--- src/rtl/accrd_pkg.sv ---
package accrd_pkg;
  localparam int AD_W      = 10;
  localparam int RSP_W     = 16;
  localparam int LEN_W     = 5;
  localparam int MIN_SHORT = 8;
  localparam int REQ_W     = 16;
  localparam logic [3:0] OP_ACC_READ = 4'b0010;
  localparam logic [3:0] ADDR_BCAST  = 4'b0000;

  typedef struct packed {
    logic       err;
    logic       st;
    logic [1:0] attr;
  } status_t;
endpackage

--- src/rtl/acc_crc_lfsr.sv ---
module acc_crc_lfsr #(
  parameter int W = 4,
  parameter logic [W-1:0] POLY = 'h3,
  parameter logic [W-1:0] SEED = '1,
  parameter int N = 16,
  localparam int LW = $clog2(N + 1)
) (
  input  logic [N-1:0]  bits_i,
  input  logic [LW-1:0] len_i,
  output logic [W-1:0]  crc_o
);
  logic fb;
  always_comb begin
    crc_o = SEED;
    fb    = 1'b0;
    for (int i = N - 1; i >= 0; i--) begin
      if (i < int'(len_i)) begin
        fb    = crc_o[W-1] ^ bits_i[i];
        crc_o = crc_o << 1;
        if (fb) crc_o = crc_o ^ POLY;
      end
    end
  end
endmodule

--- src/rtl/acc_req_decode.sv ---
module acc_req_decode
  import accrd_pkg::*;
#(
  parameter int CRC_W = 4,
  parameter logic [CRC_W-1:0] CRC_POLY = 'h3,
  parameter logic [CRC_W-1:0] CRC_SEED = '1
) (
  input  logic [7:0]       fill_i,
  input  logic [3:0]       addr_i,
  input  logic [3:0]       op_i,
  input  logic [CRC_W-1:0] crc_i,
  input  logic [3:0]       dev_addr_i,
  output logic             hit_o
);
  localparam int LW = $clog2(REQ_W + 1);
  logic [CRC_W-1:0] calc;

  acc_crc_lfsr #(.W(CRC_W), .POLY(CRC_POLY), .SEED(CRC_SEED), .N(REQ_W)) u_chk (
    .bits_i ({fill_i, addr_i, op_i}),
    .len_i  (LW'(REQ_W)),
    .crc_o  (calc)
  );

  always_comb begin
    hit_o = (calc == crc_i) && (op_i == OP_ACC_READ) &&
            (addr_i == dev_addr_i) && (addr_i != ADDR_BCAST);
  end
endmodule

--- src/rtl/acc_rsp_format.sv ---
module acc_rsp_format
  import accrd_pkg::*;
#(
  parameter logic [AD_W-1:0] MIN_CODE = 'd1
) (
  input  logic [AD_W-1:0]  sample_i,
  input  status_t          stat_i,
  input  logic [3:0]       addr_i,
  input  logic             wide_i,
  input  logic [3:0]       len_cfg_i,
  output logic [RSP_W-1:0] word_o,
  output logic [LEN_W-1:0] len_o
);
  localparam int N_TRUNC = AD_W - MIN_SHORT;

  logic [N_TRUNC:0][AD_W-1:0] trunc;
  logic [RSP_W-2:0]           full;

  assign trunc[0] = sample_i;
  for (genvar k = 1; k <= N_TRUNC; k++) begin : g_trunc
    logic [AD_W-1:0] shifted;
    assign shifted  = sample_i >> k;
    assign trunc[k] = (shifted == '0) ? MIN_CODE : shifted;
  end

  assign full = {stat_i.attr[1], stat_i.attr[0], stat_i.st, 1'b0, stat_i.err, sample_i};

  always_comb begin
    if (wide_i)
      len_o = LEN_W'(RSP_W);
    else if (int'(len_cfg_i) < MIN_SHORT)
      len_o = LEN_W'(MIN_SHORT);
    else
      len_o = LEN_W'(len_cfg_i);

    if (wide_i)
      word_o = {addr_i, 1'b0, stat_i.err, sample_i};
    else if (int'(len_o) < AD_W)
      word_o = RSP_W'(trunc[AD_W - int'(len_o)]);
    else
      word_o = RSP_W'(full) & ((RSP_W'(1) << len_o) - RSP_W'(1));
  end
endmodule

--- src/rtl/accrd_responder.sv ---
module accrd_responder
  import accrd_pkg::*;
#(
  parameter int CRC_W = 4,
  parameter logic [CRC_W-1:0] CRC_POLY = 'h3,
  parameter logic [CRC_W-1:0] CRC_SEED = '1,
  parameter logic [9:0] MIN_CODE = 10'd1
) (
  input  logic             clk,
  input  logic             rst_n,
  input  logic             req_valid,
  output logic             req_ready,
  input  logic [7:0]       req_fill,
  input  logic [3:0]       req_addr,
  input  logic [3:0]       req_op,
  input  logic [CRC_W-1:0] req_crc,
  input  logic             fmt_wide,
  input  logic [3:0]       len_cfg,
  input  logic [3:0]       dev_addr,
  input  logic [9:0]       accel,
  input  logic             err_flag,
  input  logic             selftest,
  input  logic [1:0]       attr,
  output logic             rsp_valid,
  input  logic             rsp_ready,
  output logic [15:0]      rsp_data,
  output logic [CRC_W-1:0] rsp_crc,
  output logic [4:0]       rsp_bits
);
  logic             hit;
  logic             accept;
  logic [RSP_W-1:0] word;
  logic [LEN_W-1:0] len;
  logic [CRC_W-1:0] word_crc;
  status_t          stat;

  assign stat = '{err: err_flag, st: selftest, attr: attr};

  acc_req_decode #(.CRC_W(CRC_W), .CRC_POLY(CRC_POLY), .CRC_SEED(CRC_SEED)) u_dec (
    .fill_i     (req_fill),
    .addr_i     (req_addr),
    .op_i       (req_op),
    .crc_i      (req_crc),
    .dev_addr_i (dev_addr),
    .hit_o      (hit)
  );

  acc_rsp_format #(.MIN_CODE(MIN_CODE)) u_fmt (
    .sample_i  (accel),
    .stat_i    (stat),
    .addr_i    (dev_addr),
    .wide_i    (fmt_wide),
    .len_cfg_i (len_cfg),
    .word_o    (word),
    .len_o     (len)
  );

  acc_crc_lfsr #(.W(CRC_W), .POLY(CRC_POLY), .SEED(CRC_SEED), .N(RSP_W)) u_rcrc (
    .bits_i (word),
    .len_i  (len),
    .crc_o  (word_crc)
  );

  assign req_ready = !rsp_valid || rsp_ready;
  assign accept    = req_valid && req_ready && hit;

  always_ff @(posedge clk) begin
    if (!rst_n) begin
      rsp_valid <= 1'b0;
      rsp_data  <= '0;
      rsp_crc   <= '0;
      rsp_bits  <= '0;
    end else begin
      if (req_ready) rsp_valid <= accept;
      if (accept) begin
        rsp_data <= word;
        rsp_crc  <= word_crc;
        rsp_bits <= len + LEN_W'(CRC_W);
      end
    end
  end
endmodule

--- config.mk ---
export PLATFORM = sky130hd
export DESIGN_NAME = accrd_responder
export DESIGN_NICKNAME = d
export VERILOG_FILES = /design/src/rtl/accrd_pkg.sv /design/src/rtl/acc_crc_lfsr.sv /design/src/rtl/acc_req_decode.sv /design/src/rtl/acc_rsp_format.sv /design/src/rtl/accrd_responder.sv
export SDC_FILE = /design/constraint.sdc
export NUM_CORES = 1
export LEC_CHECK = 0
export ABC_AREA = 0
export CORE_MARGIN = 3
export CORE_UTILIZATION = 30
export CTS_CLUSTER_SIZE = 30
export DETAILED_ROUTE_END_ITERATION = 6
export PLACE_DENSITY_LB_ADDON = 0.08
export SKIP_CTS_REPAIR_TIMING = 1
export SLEW_MARGIN = 20
export SYNTH_ARGS = -nofsm -noshare
export SYNTH_HDL_FRONTEND = slang
export SYNTH_SLANG_ARGS = --single-unit
--- constraint.sdc ---
create_clock -name clk -period 5.8 [get_ports clk]
set_clock_uncertainty 0.05 [all_clocks]
set_input_delay 0.58 -clock clk [delete_from_list [all_inputs] [get_ports clk]]
set_output_delay 0.58 -clock clk [all_outputs]
set_load 0.05 [all_outputs]
==> summary.md, run 1 <==
| Metric | Value |
|---|---|
| Status | completed |
| H-tree depth | 1 |
| Slew headroom | 43.6% |
| Clock Sinks | 25 |
| Hold Crit Class | register to register |
| Fin Hold WS | 0.403 ns |
| Synth Instances | 305 |
| Diodes inserted | 0 |
| Initial Utilization | 31.5% |
| Pwr Density | 181 nW/um^2 |
| Number of global-route vias before repair | 2251 |
| Clk pin slew, worst setup/hold paths | 0.10 ns |
| Slowest-stage cell, CP | clkdlybuf4s50_1 |
| CP Capture Type | register |
| Clk buf depth | 2 |
| Grt ovf | 0 |
| Die Y | 97.0 um |
| Top cells by area, synth | dfxtp_1 20%, xnor2_1 13%, xor2_1 5.3% |
| Async SR Flop Fraction | 0% |
| PortBufs | 72 |
| Final RePlAce weighted congestion | 0.793 |
| CP arrival | 5.07 ns |
| Drt via density | 4.95 |
| Endpoints failing setup | 0 |
| Final Hold Fails | 0 |
| CP max FO | 8 |
| WL final | 6660 um |
| DRC viols | 0 |
| Syn_area_per_cell | 8.14 um^2 |
| Final core occ | 42.1% |
| Top cell family by delay on the critical path | simple AND/OR/NAND/NOR gates |
| Worst-Skew Late Latency | 0.26 ns |
| DR WL/cell | 14.2 um |
| RSZ-0062 raised after global routing | no |
| Final Cycle Share | 85.5% |
| Core outline area | 7890 um^2 |
| Required @ worst endpoint | 5.91 ns |
| IO Pins | 74 |
| Top FF cell, synth | dfxtp_1 |
| Synth Register Bits | 25 |
| Post-synth EDFFs | 0 |
| CP max stage delay | 0.62 ns |
| Largest net degree at the start of global routing | 28 |
| Area leader, netlist | dfxtp_1 |
| Die width | 97.0 um |
| Fmax | 202 MHz |
| Count of cell types in the netlist | 67 |
| Std cell rows | 32 |
| Worst VDD drop | 0.0977 mV |
| CTS Buf Count | 3 |
| Final nets | 422 |
| Netlist Area Pre-Place | 2480 um^2 |
| Initial DRC count | 87 |
| Cell mode on critical path | or3_1 |
| Worst slew pin tran | 0.844 ns |
| Synth top area share | 20.2% |
| Final ANT Viol Nets | 0 |
| Root buffer cell | clkbuf_8 |
| Critical-path cell list | clkdlybuf4s50_1 > and3b_1 > inv_1 > ha_1 > nor3b_2 > or3_1 > a31oi_2 > or3_1 > and3_4 > or3_4 > a211o_1 > mux2_2 > xnor2_4 > xnor2_2 > xnor3_1 > a31o_1 |
| Area grow syn2layout | 33.8% |
| Crit path kind | primary input to register |
| Initial DRT Pass Iterations | 4 |
| CTS tree | built |
| Setup TNS | 0 ns |
| Seq/Total Area, Yosys | 20.2% |
| Hpwl dp | 5350 um |
| Max Slew Vio Count | 0 |
| Die ar. | 9410 um^2 |
| Worst path buffer plus inverter count | 2 |
| Total of max-cap violations | 0 |
| First-pass GRT wire length | 11200 um |
| Pleak | 1.19 nW |
| Global router's overall resource usage | 14.2% |
| Yosys warns | 0 |
| Fraction of layout cells with a size suffix above 1 | 6.52% |
| Antenna violations before repair | 0 |
| Shortest period the worst path allows | 4.96 ns |
| Vias | 2326 |
| Worst Setup Start Kind | primary input |
-- cell usage after synthesis (3+ instances only) --
master	number
a221oi_1	3
a21boi_1	16
nand2_1	32
nand3_1	10
nor3_1	6
inv_1	4
o21ai_0	5
and3_1	5
nor2b_1	5
xor2_1	15
a211o_1	3
ha_1	6
buf_2	4
xnor2_1	37
o21ai_1	6
nand3b_1	6
dfxtp_1	25
nor2_1	17
clkbuf_1	10
a21oi_1	11
or3_1	4
mux2i_1	6
nand2b_1	6
a22oi_1	6
-- cells by family after synthesis --
family / share of synthesized area (%)
AO/OA/AOI/OAI: 22.5
XOR/XNOR: 22.8
adder cells (fa/ha/maj): 3.02
buffers and inverters: 4.58
flip-flops: 20.2
multiplexers: 2.87
other: 0.302
AND/OR/NAND/NOR: 23.8
-- final cells by class --
type,instances,area [um^2]
fill,834,4560
clock buffer,3,41.3
sequential,25,500
clock inverter,1,7.51
multi-input combinational,257,1870
timing repair buffer,76,751
inverter,6,22.5
tap,102,128
-- registers in the layout, indices dropped and copies added (netlist names) --
name,flops
rsp_data,15
rsp_valid,1
rsp_crc,4
rsp_bits,5
-- where the power goes --
group	total (mW)	internal, mW	switching [mW]
clock	0.106	0.0487	0.0575
combinational	0.324	0.172	0.152
sequential	0.172	0.172	0.0000321
total	0.602	0.392	0.209
-- worst reg2reg max path: stages, from the launching register on --
cell	delay (ns)
dfxtp_1	0.32
nand2b_1	0.12
nor4b_1	0.47
nand4_1	0.38
buf_4	0.33
and3_1	0.20
a31o_1	0.17
-- metrics by stage --
step / std cells / worst slack, ns / cell area [um^2] / total power [mW]
final: 470 / 0.840 / 3320 / 0.602
after global routing: 470 / 0.599 / 3320 / 0.650
after CTS: 470 / 0.842 / 3320 / 0.611
after detailed placement: 466 / 0.563 / 3270 / 0.502
after global placement: 466 / 0.657 / 3270 / 0.500
after floorplan: 306 / 1.09 / 2490 / 0.428
-- final timing paths --
path,from,to,slack (ns),depth (start not counted)
max,len_cfg[3],rsp_crc[1],0.84,16
max reg2reg,rsp_valid,rsp_crc[1],3.66,6
min,rsp_data[5],rsp_data[5],0.40,2
min reg2reg,rsp_data[5],rsp_data[5],0.40,2
-- layout by cell type, fill, tap and decap left out, types with 5 or more instances in the layout --
cell type / Yosys / routed
nor2_1: 17 / 17
nor2b_1: 5 / 5
o21ai_0: 5 / 5
and3_1: 5 / 5
nand3b_1: 6 / 6
nor3_1: 6 / 6
mux2i_1: 6 / 6
nand2_1: 32 / 32
nand3_1: 10 / 10
a21boi_1: 16 / 16
o21ai_1: 6 / 6
nand2b_1: 6 / 6
a22oi_1: 6 / 6
xor2_1: 15 / 15
ha_1: 6 / 6
a21oi_1: 11 / 11
dfxtp_1: 25 / 25
clkdlybuf4s50_1: 0 / 72
xnor2_1: 37 / 37
-- metal layers --
| metal | routed length, um | GRT usage (%) |
|---|---|---|
| met5 | 0 | 0 |
| met4 | 14 | 0.648 |
| met3 | 239 | 2.24 |
| met2 | 3180 | 24.4 |
| met1 | 3230 | 19.6 |
No activity file was read; power rests on OpenSTA's default activity.
==> run 2, diff against run 1 <==
--- a/config.mk
+++ b/config.mk
@@ -6,6 +6,7 @@
 export NUM_CORES = 1
 export LEC_CHECK = 0
 export ABC_AREA = 0
+export CAP_MARGIN = 10
 export CORE_MARGIN = 3
 export CORE_UTILIZATION = 30
 export CTS_CLUSTER_SIZE = 30
==> results of run 2 <==
Same layout as run 1: the final DEF is identical, and so are final timing and power.
